**config.mk**
```make
export PLATFORM = sky130hd
export DESIGN_NAME = uart_rx_status
export DESIGN_NICKNAME = d
export VERILOG_FILES = /design/src/rtl/uart_rx_pkg.sv /design/src/rtl/uart_rx_ctrl.sv /design/src/rtl/uart_rx_dp.sv /design/src/rtl/uart_rx_status.sv
export SDC_FILE = /design/constraint.sdc
export NUM_CORES = 1
export LEC_CHECK = 0
export CAP_MARGIN = 20
export CORE_MARGIN = 2
export CORE_UTILIZATION = 45
export CTS_BUF_LIST = sky130_fd_sc_hd__clkbuf_2 sky130_fd_sc_hd__clkbuf_4 sky130_fd_sc_hd__clkbuf_8
export DETAILED_ROUTE_END_ITERATION = 8
export DONT_BUFFER_PORTS = 1
export GPL_ROUTABILITY_DRIVEN = 0
export PLACE_DENSITY = 0.59
export SYNTH_ARGS = -nofsm -noshare
export SYNTH_HDL_FRONTEND = slang
export SYNTH_SLANG_ARGS = --single-unit
```
**constraint.sdc**
```tcl
create_clock -name clk -period 2.2 [get_ports clk]
set_clock_uncertainty 0.1 [all_clocks]
set_input_delay 0.22 -clock clk [delete_from_list [all_inputs] [get_ports clk]]
set_output_delay 0.22 -clock clk [all_outputs]
set_load 0.05 [all_outputs]
```
**src/rtl/uart_rx_pkg.sv**
```systemverilog
package uart_rx_pkg;

  // Register addresses (the address decode depends on these values)
  localparam logic [1:0] ADDR_DATA   = 2'd0;
  localparam logic [1:0] ADDR_STATUS = 2'd1;
  localparam logic [1:0] ADDR_CTRL   = 2'd2;

  // Status bit positions
  localparam int BIT_PAR  = 0;
  localparam int BIT_FRM  = 1;
  localparam int BIT_OVR  = 2;
  localparam int BIT_FULL = 3;

  // Sample strobes from the control FSM to the datapath
  typedef struct packed {
    logic dataBit;    // mid-point of a data bit
    logic parityBit;  // mid-point of the parity bit
    logic stopBit;    // mid-point of the stop bit
    logic level;      // synchronized line level at the strobe
  } rxStrobe_t;

  typedef enum logic [2:0] {
    ST_IDLE, ST_START, ST_DATA, ST_PAR, ST_STOP, ST_WAITHI
  } rxState_e;

endpackage

```
**src/rtl/uart_rx_ctrl.sv**
```systemverilog
module uart_rx_ctrl
  import uart_rx_pkg::*;
#(
  parameter int DIV_W     = 8,
  parameter int OSR       = 16,
  parameter int DATA_BITS = 8
) (
  input  logic             clk,
  input  logic             rstN,
  input  logic             rxIn,
  input  logic [DIV_W-1:0] divisor,
  input  logic             parityOn,
  output rxStrobe_t        strb
);

  localparam int SUB_W = $clog2(OSR);
  localparam int BIT_W = $clog2(DATA_BITS);
  localparam logic [SUB_W-1:0] SUB_HALF = SUB_W'(OSR / 2 - 1);
  localparam logic [SUB_W-1:0] SUB_LAST = SUB_W'(OSR - 1);
  localparam logic [BIT_W-1:0] BIT_LAST = BIT_W'(DATA_BITS - 1);

  logic             rxMeta, rxSync;
  logic [DIV_W-1:0] divCnt;
  logic [SUB_W-1:0] subCnt;
  logic [BIT_W-1:0] bitCnt;
  rxState_e         state;
  logic             tick, sampleMid;

  always_ff @(posedge clk or negedge rstN) begin
    if (!rstN) begin
      rxMeta <= 1'b1;
      rxSync <= 1'b1;
    end else begin
      rxMeta <= rxIn;
      rxSync <= rxMeta;
    end
  end

  assign tick      = (divisor <= DIV_W'(1)) || (divCnt >= divisor - DIV_W'(1));
  assign sampleMid = tick && (subCnt == SUB_LAST);

  always_ff @(posedge clk or negedge rstN) begin
    if (!rstN) begin
      state  <= ST_IDLE;
      divCnt <= '0;
      subCnt <= '0;
      bitCnt <= '0;
    end else if (state == ST_IDLE) begin
      divCnt <= '0;
      subCnt <= '0;
      bitCnt <= '0;
      if (!rxSync) state <= ST_START;
    end else begin
      divCnt <= tick ? '0 : divCnt + DIV_W'(1);
      if (tick) subCnt <= subCnt + SUB_W'(1);
      case (state)
        ST_START: if (tick && subCnt == SUB_HALF) begin
          subCnt <= '0;
          state  <= rxSync ? ST_IDLE : ST_DATA;
        end
        ST_DATA: if (sampleMid) begin
          bitCnt <= bitCnt + BIT_W'(1);
          if (bitCnt == BIT_LAST) state <= parityOn ? ST_PAR : ST_STOP;
        end
        ST_PAR:    if (sampleMid) state <= ST_STOP;
        ST_STOP:   if (sampleMid) state <= rxSync ? ST_IDLE : ST_WAITHI;
        ST_WAITHI: if (rxSync) state <= ST_IDLE;
        default:   state <= ST_IDLE;
      endcase
    end
  end

  always_comb begin
    strb.dataBit   = (state == ST_DATA) && sampleMid;
    strb.parityBit = (state == ST_PAR)  && sampleMid;
    strb.stopBit   = (state == ST_STOP) && sampleMid;
    strb.level     = rxSync;
  end

endmodule

```
**src/rtl/uart_rx_dp.sv**
```systemverilog
module uart_rx_dp
  import uart_rx_pkg::*;
#(
  parameter int DATA_BITS = 8
) (
  input  logic                 clk,
  input  logic                 rstN,
  input  rxStrobe_t            strb,
  input  logic [1:0]           regAddr,
  input  logic                 regWrEn,
  input  logic                 regRdEn,
  input  logic [DATA_BITS-1:0] regWrData,
  output logic [DATA_BITS-1:0] regRdData,
  output logic                 rxIrq,
  output logic                 parityOn,
  output logic [1:0]           parMode,
  output logic [2:0]           errFlags,
  output logic                 bufFull
);

  logic [DATA_BITS-1:0] shiftReg, rxBuf;
  logic                 parBad;
  logic                 rdData, wrStatus;
  logic [2:0]           setFlags, keepMask;

  assign parityOn = parMode[1];
  assign rdData   = regRdEn && (regAddr == ADDR_DATA);
  assign wrStatus = regWrEn && (regAddr == ADDR_STATUS);

  always_comb begin
    setFlags = '0;
    if (strb.stopBit) begin
      setFlags[BIT_PAR] = parBad && parityOn;
      setFlags[BIT_FRM] = !strb.level;
      setFlags[BIT_OVR] = bufFull && !rdData;
    end
    keepMask = wrStatus ? regWrData[2:0] : 3'b111;
  end

  always_ff @(posedge clk or negedge rstN) begin
    if (!rstN) begin
      shiftReg <= '0;
      rxBuf    <= '0;
      parBad   <= 1'b0;
      bufFull  <= 1'b0;
      rxIrq    <= 1'b0;
      errFlags <= '0;
      parMode  <= 2'b00;
    end else begin
      if (strb.dataBit) shiftReg <= {strb.level, shiftReg[DATA_BITS-1:1]};
      if (strb.parityBit) parBad <= strb.level != ((^shiftReg) ^ parMode[0]);
      else if (strb.stopBit) parBad <= 1'b0;
      if (strb.stopBit) begin
        rxBuf   <= shiftReg;
        bufFull <= 1'b1;
      end else if (rdData) begin
        bufFull <= 1'b0;
      end
      rxIrq    <= strb.stopBit;
      errFlags <= (errFlags & keepMask) | setFlags;
      if (regWrEn && regAddr == ADDR_CTRL) parMode <= regWrData[1:0];
    end
  end

  always_comb begin
    regRdData = '0;
    case (regAddr)
      ADDR_DATA:   regRdData = rxBuf;
      ADDR_STATUS: begin
        regRdData[2:0]      = errFlags;
        regRdData[BIT_FULL] = bufFull;
      end
      ADDR_CTRL:   regRdData[1:0] = parMode;
      default:     regRdData = '0;
    endcase
  end

endmodule

```
**src/rtl/uart_rx_status.sv**
```systemverilog
module uart_rx_status
  import uart_rx_pkg::*;
#(
  parameter int DIV_W     = 8,
  parameter int OSR       = 16,
  parameter int DATA_BITS = 8
) (
  input  logic                 clk,
  input  logic                 rstN,
  input  logic                 rxIn,
  input  logic [DIV_W-1:0]     divisor,
  input  logic [1:0]           regAddr,
  input  logic                 regWrEn,
  input  logic                 regRdEn,
  input  logic [DATA_BITS-1:0] regWrData,
  output logic [DATA_BITS-1:0] regRdData,
  output logic                 rxIrq
);

  rxStrobe_t  strb;
  logic       parityOn;
  logic [1:0] parMode;
  logic [2:0] errFlags;
  logic       bufFull;

  uart_rx_ctrl #(.DIV_W(DIV_W), .OSR(OSR), .DATA_BITS(DATA_BITS)) i_ctrl (
    .clk(clk), .rstN(rstN), .rxIn(rxIn), .divisor(divisor),
    .parityOn(parityOn), .strb(strb)
  );

  uart_rx_dp #(.DATA_BITS(DATA_BITS)) i_dp (
    .clk(clk), .rstN(rstN), .strb(strb),
    .regAddr(regAddr), .regWrEn(regWrEn), .regRdEn(regRdEn),
    .regWrData(regWrData), .regRdData(regRdData), .rxIrq(rxIrq),
    .parityOn(parityOn), .parMode(parMode), .errFlags(errFlags),
    .bufFull(bufFull)
  );

endmodule

```
### After elaboration in Yosys (flattened, before gate mapping)

Cells that the tools add are included.

* equality and inequality tests: 18
* order comparisons: 2
* reductions and logical operators: 22
* add/sub/neg operators: 4
* muxes and demuxes: 30
* bitwise gates (word level): 3

Operator list (number)
* 3-bit 2-to-1 mux: 15
* 4-bit 2-to-1 mux: 5
* 3-bit by 1-bit != test with 1-bit output (second input constant): 6
* 8-bit 2-to-1 mux: 2
* 3-bit one-hot mux with 5 select lines: 1
* 1-bit logical AND: 10
* 3-bit == test (second input constant): 3
* 8-bit by 1-bit adder with 8-bit output (second input constant): 1
* 8-bit greater-or-equal comparator: 1
* 8-bit by 1-bit less-or-equal comparator with 1-bit output (second input constant): 1
* 2-bit nonzero test: 4
* 8-bit XOR reduction: 1
* 8-bit by 1-bit subtractor with 8-bit output (second input constant): 1
* 7-bit AND reduction: 1
* 3-bit by 2-bit == test with 1-bit output (second input constant): 2
* 2-bit one-hot mux with 3 select lines: 1
* 4-bit by 1-bit adder with 4-bit output (second input constant): 1
* 4-bit by 3-bit == test with 1-bit output (second input constant): 1
* 4-bit == test (second input constant): 1
* 1-bit 2-to-1 mux: 4
* 2-bit one-hot mux with 2 select lines: 1
* 3-bit by 1-bit adder with 3-bit output (second input constant): 1
* 3-bit AND: 1
* 3-bit by 1-bit == test with 1-bit output (second input constant): 1
* other kinds (12): 13

* flip-flop bits (word level): 44
* bits of input ports: 23
* logic and storage cells: 92

### Depth between registers and ports, before layout

* depth after elaboration: 7
* gate-level depth with buffers: 13
* depth with buffers taken out: 13

### Cells and area by module

A second synthesis with hierarchy kept.

* cell total of the unflattened synthesis: 236
* area, all modules: 2524.9 um^2

Modules (own cells, without submodules)
* uart_rx_ctrl: area each 1425.1 um^2, sequential area each 503.0 um^2, instances 1, cells an instance 150
* uart_rx_dp: area each 1099.8 um^2, sequential area each 600.6 um^2, instances 1, cells an instance 86

### Worst setup path before layout

Ideal clock, no wire load.

* path kind: input-to-reg
* start: in divisor[1]
* end: reg i_dp.shiftReg[0]
* stages on the path: 11
* path buffers: 1
* setup slack: -397 ps
* data arrival time: 2369 ps
* library setup time: 127 ps
* path through: nor3_1 > nor3b_1 > xnor2_1 > ha_1 > a21oi_1 > o21ai_0 > a31oi_1 > a21oi_2 > and3_1 > buf_4 > mux2_1

* longest elaborated chain between the ends: 5

Ends and longest elaborated chain
* start, declared: line uart_rx_status.sv:11 `input logic [DIV_W-1:0] divisor,`
* 8-bit by 1-bit subtractor with 8-bit output: line uart_rx_ctrl.sv:39 `assign tick = (divisor <= DIV_W'(1)) || (divCnt >= divisor - DIV_W'(1));`
* 8-bit greater-or-equal comparator: line uart_rx_ctrl.sv:39
* 1-bit logical OR *: line uart_rx_ctrl.sv:39
* 1-bit logical AND *: line uart_rx_ctrl.sv:40 `assign sampleMid = tick && (subCnt == SUB_LAST);`
* 1-bit logical AND *: line uart_rx_ctrl.sv:74 `strb.dataBit = (state == ST_DATA) && sampleMid;`
* end signal, assigned: line uart_rx_dp.sv:50 `if (strb.dataBit) shiftReg <= {strb.level, shiftReg[DATA_BITS-1:1]};`
* end, declared: line uart_rx_dp.sv:21 `logic [DATA_BITS-1:0] shiftReg, rxBuf;`

Mark *: on every way between the ends. The rest lies on a longest branch, timed or not.
A chain may end at the register's enable or synchronous reset.

### Worst setup path in the final report

* start: reg i_ctrl.divCnt[1]
* end: reg i_dp.shiftReg[3]

* longest elaborated chain between the ends: 4

Ends and longest elaborated chain
* start, declared: line uart_rx_ctrl.sv:23 `logic [DIV_W-1:0] divCnt;`
* start signal, assigned: line uart_rx_ctrl.sv:54 `divCnt <= tick ? '0 : divCnt + DIV_W'(1);`
* 8-bit greater-or-equal comparator: line uart_rx_ctrl.sv:39
* 1-bit logical OR: line uart_rx_ctrl.sv:39
* 1-bit logical AND: line uart_rx_ctrl.sv:40
* 1-bit logical AND: line uart_rx_ctrl.sv:74

Every way passes these cells.

==> results.md <==
- Slowest CP cell: dfrtp_1
- Seq pwr share: 0.390
- Register area share after synthesis: 0.442
- Initial Util: 0.459
- Clock transition at path regs: 0.08 ns
- Post-Synth XOR/XNOR Area: 0.0791
- Latest clock arrival within the worst-skew pair: 0.29 ns
- Fin. Hold Viols: 0
- Proportion of power drawn by combinational gates: 0.367
- CP Max Fanout: 8
- Largest family of logic cells by synthesized area: simple AND/OR/NAND/NOR gates
- Fmax: 0.429 GHz
- Adder-cell share of the synthesized area: 0.0701
- Core footprint: 5440 µm²
- P_int: 1.83 mW
- Most common cell after layout, fill and taps aside: dfrtp_1
- Drt drc: 0
- Layout cells sized above 1: 0.290
- Slew Limit Fails: 0
- CTS HTree Levels: 2
- Tcrit/Tclk final: 1.06
- Die area: 6160 µm²
- Routed Antenna Nets: 0
- WL/cell: 13.8 µm
- Post-synthesis simple-gate area fraction: 0.158
- DR vias/cell: 5.25
- Synth Net Count: 284
- Tot GR Track Use: 0.176
- Clk root buf: clkbuf_8
- Number of vias in the routed layout: 1,862
- CTS max path bufs: 2
- Total gr overflow: 0
- Worst Hold Class: in2reg
- Max-cap violations: 0
- Synthesis-to-finish area growth: 27.5%
- Register Area: 1100 µm²
- Largest delay contributor family on the critical path: compound AO/OA/AOI/OAI gates
- DIE WIDTH: 78.5 µm
- TNS Setup: -1.76 ns
- CTS tree: yes
- PnR worst setup slack: -0.133 ns
- HPWL after DPL: 3510 µm
- Static Leak: 1.46 nW
- Nets: 319
- Synth Cell Area: 2500 µm²
- Reg2reg setup slack: -0.13 ns
- Num rows: 27
- Post-synthesis compound-gate area fraction: 0.114
- Avg Cell Area, Syn: 10.1 µm²
- Async S/R FF share, synth: 1.00
- Post-synth top flop: dfrtp_1
- Drt first pass iters: 4
- Slowest Stage Delay on Critical Path: 0.42 ns
- Largest net degree at the start of global routing: 45
- Buffers plus inverters on the worst setup path: 1
- Total power: 2.72 mW
- Yosys warning total: 0
- Initial DRC Count: 110
- Die height: 78.5 µm
- CP Capture Type: register
- Final Critical Period: 2.33 ns
- Initial antenna violation count: 0
- Yosys reg bits: 44
- Crit start category: register
- Top Ports: 32
- Status: complete, but fails checks
- Worst Tran Pin Value: 0.492 ns
- # clock sinks: 44
- Most frequent cells in the layout: 42 x dfrtp_1, 31 x buf_4, 23 x nor2_1
- Failing checks: negative setup slack
- Sw power: about 0.90 mW
- Rel. slew slack: 0.674
- Clock power share: 0.243
- Req. time, crit path: 2.28 ns
- First-pass GRT wire length: 8560 µm
- Post-synth EDFFs: 0
- Worst ir drop on vdd: 0.832 mV
- Ant. Diodes: 0
- WP data arrival: 2.41 ns
- Dpl cell area: 2880 µm²
- RSZ-0062 raised after global routing: true
- CP Cell Sequence: ha_4 -> nor2b_1 -> o211ai_1 -> a311o_1 -> a21oi_4 -> and3_4 -> buf_12 -> mux2_4
- Filler instances: 447
- Final setup viols: 20
- Mux cell area share after synthesis: 0.101
- Worst setup path category: reg2reg
- TritonCTS buffer count: 5
- Sw Ratio: 0.330
- Yosys cell types: 48
- Drt total wl: 4900 µm
- PD cells: approximately 860 nW/µm²
- Final instance area: 3190 µm²
- Post-Synthesis Cells: 247
- I/O Buffers: 0
- Footprint of the multi-input gates: approximately 1500 µm²
- Vias in the first global route: about 1,800
-- registers in the layout (all words and copies together) (netlist names), 2 cells and up --
name / flops
i_ctrl.bitCnt: 3
i_ctrl.divCnt: 8
i_ctrl.state: 3
i_ctrl.subCnt: 4
i_dp.errFlags: 3
i_dp.parMode: 2
i_dp.rxBuf: 8
i_dp.shiftReg: 8
-- layout make-up --
cell class,count,share of cell area
flip-flops and latches,44,0.346
repair buffers,39,0.107
clock inverters,1,0.00943
multi-input cells,183,0.459
well taps,72,0.0283
inverters,8,0.0173
clock buffers,7,0.0302
repair inverters,1,0.00196
-- stage by stage --
stage / cells / util / hold slack [ns] / setup WS [ns]
floorplan: 247 / - / -0.176 / -0.227
global placement: 336 / 0.530 / -0.174 / -0.341
detailed placement: 336 / 0.530 / -0.174 / -0.387
CTS: 355 / 0.580 / 0.0158 / -0.170
global route: 355 / 0.586 / 0.0504 / -0.225
finish: 355 / 0.586 / 0.0216 / -0.133
-- power groups by stage --
| stage | combinational [mW] | clock, mW | sequential (mW) |
|---|---|---|---|
| floorplan | 0.657 | 0 | 1.04 |
| global placement | 0.923 | 0 | 1.07 |
| detailed placement | 0.933 | 0 | 1.07 |
| CTS | 0.980 | 0.689 | 1.06 |
| global route | 1.14 | 0.722 | 1.08 |
| finish | 1.00 | 0.662 | 1.06 |
-- repair_timing --
action / in CTS / in global routing
gates cloned: 1 / 0
hold endpoints to repair: 50 / 0
setup endpoints to repair: 22 / 36
hold buffers: 6 / 0
pin swaps: 6 / 2
buffers inserted: 5 / 2
gates resized for setup: 9 / 10
-- cell families (layout without fill, tap and decap cells) --
group                      after synthesis  count (layout)
buffers and inverters                   20              56
adders and majority gates               14              14
AOI/OAI and AO/OA                       44              44
muxes                                   23              23
DFF                                     44              44
xor gates and xnor gates                21              21
and+or+nand+nor                         81              81
-- routing by layer --
layer	track usage	part of all wire	vias to the layer above
met1	0.250	0.50	890
met3	0.0414	0.023	4
met5	0	0	-
met2	0.272	0.46	26
li1	-	-	942
met4	0.0421	0.0098	0
-- final timing paths --
path / end / cells after the start / startpoint
worst max register to register: i_dp.shiftReg[3] / 8 / i_ctrl.divCnt[1]
worst min-delay path: i_dp.bufFull / 3 / regRdEn
worst min register to register: i_ctrl.rxSync / 0 / i_ctrl.rxMeta
min in group asynchronous: i_ctrl.divCnt[3] / 2 / rstN
max in group asynchronous: i_ctrl.rxMeta / 2 / rstN
worst max-delay path: i_dp.shiftReg[3] / 8 / i_ctrl.divCnt[1]
-- synth_stat cells, types with 3 or more instances --
master	number	area, µm²
nand3_1	11	55.1
ha_1	14	175
and3_1	6	37.5
inv_1	7	26.3
and2_1	4	25.0
a31oi_1	3	18.8
nand2_1	17	63.8
o211ai_1	5	37.5
nor3_1	5	25.0
nor2_1	24	90.1
mux2_1	16	180
xnor2_1	13	114
dfrtp_1	42	1050
xor2_1	7	61.3
o21ai_0	13	65.1
a21oi_1	8	40.0
buf_2	3	15.0
mux2i_1	5	50.1
clkbuf_1	6	22.5
nand4_1	4	25.0
-- worst reg2reg max path, cell delays in order (launching register included) --
cell,delay (ns)
dfrtp_1,0.42
ha_4,0.28
nor2b_1,0.11
o211ai_1,0.08
a311o_1,0.37
a21oi_4,0.21
and3_4,0.22
buf_12,0.13
mux2_4,0.30
No activity file was read; power rests on OpenSTA's default activity.
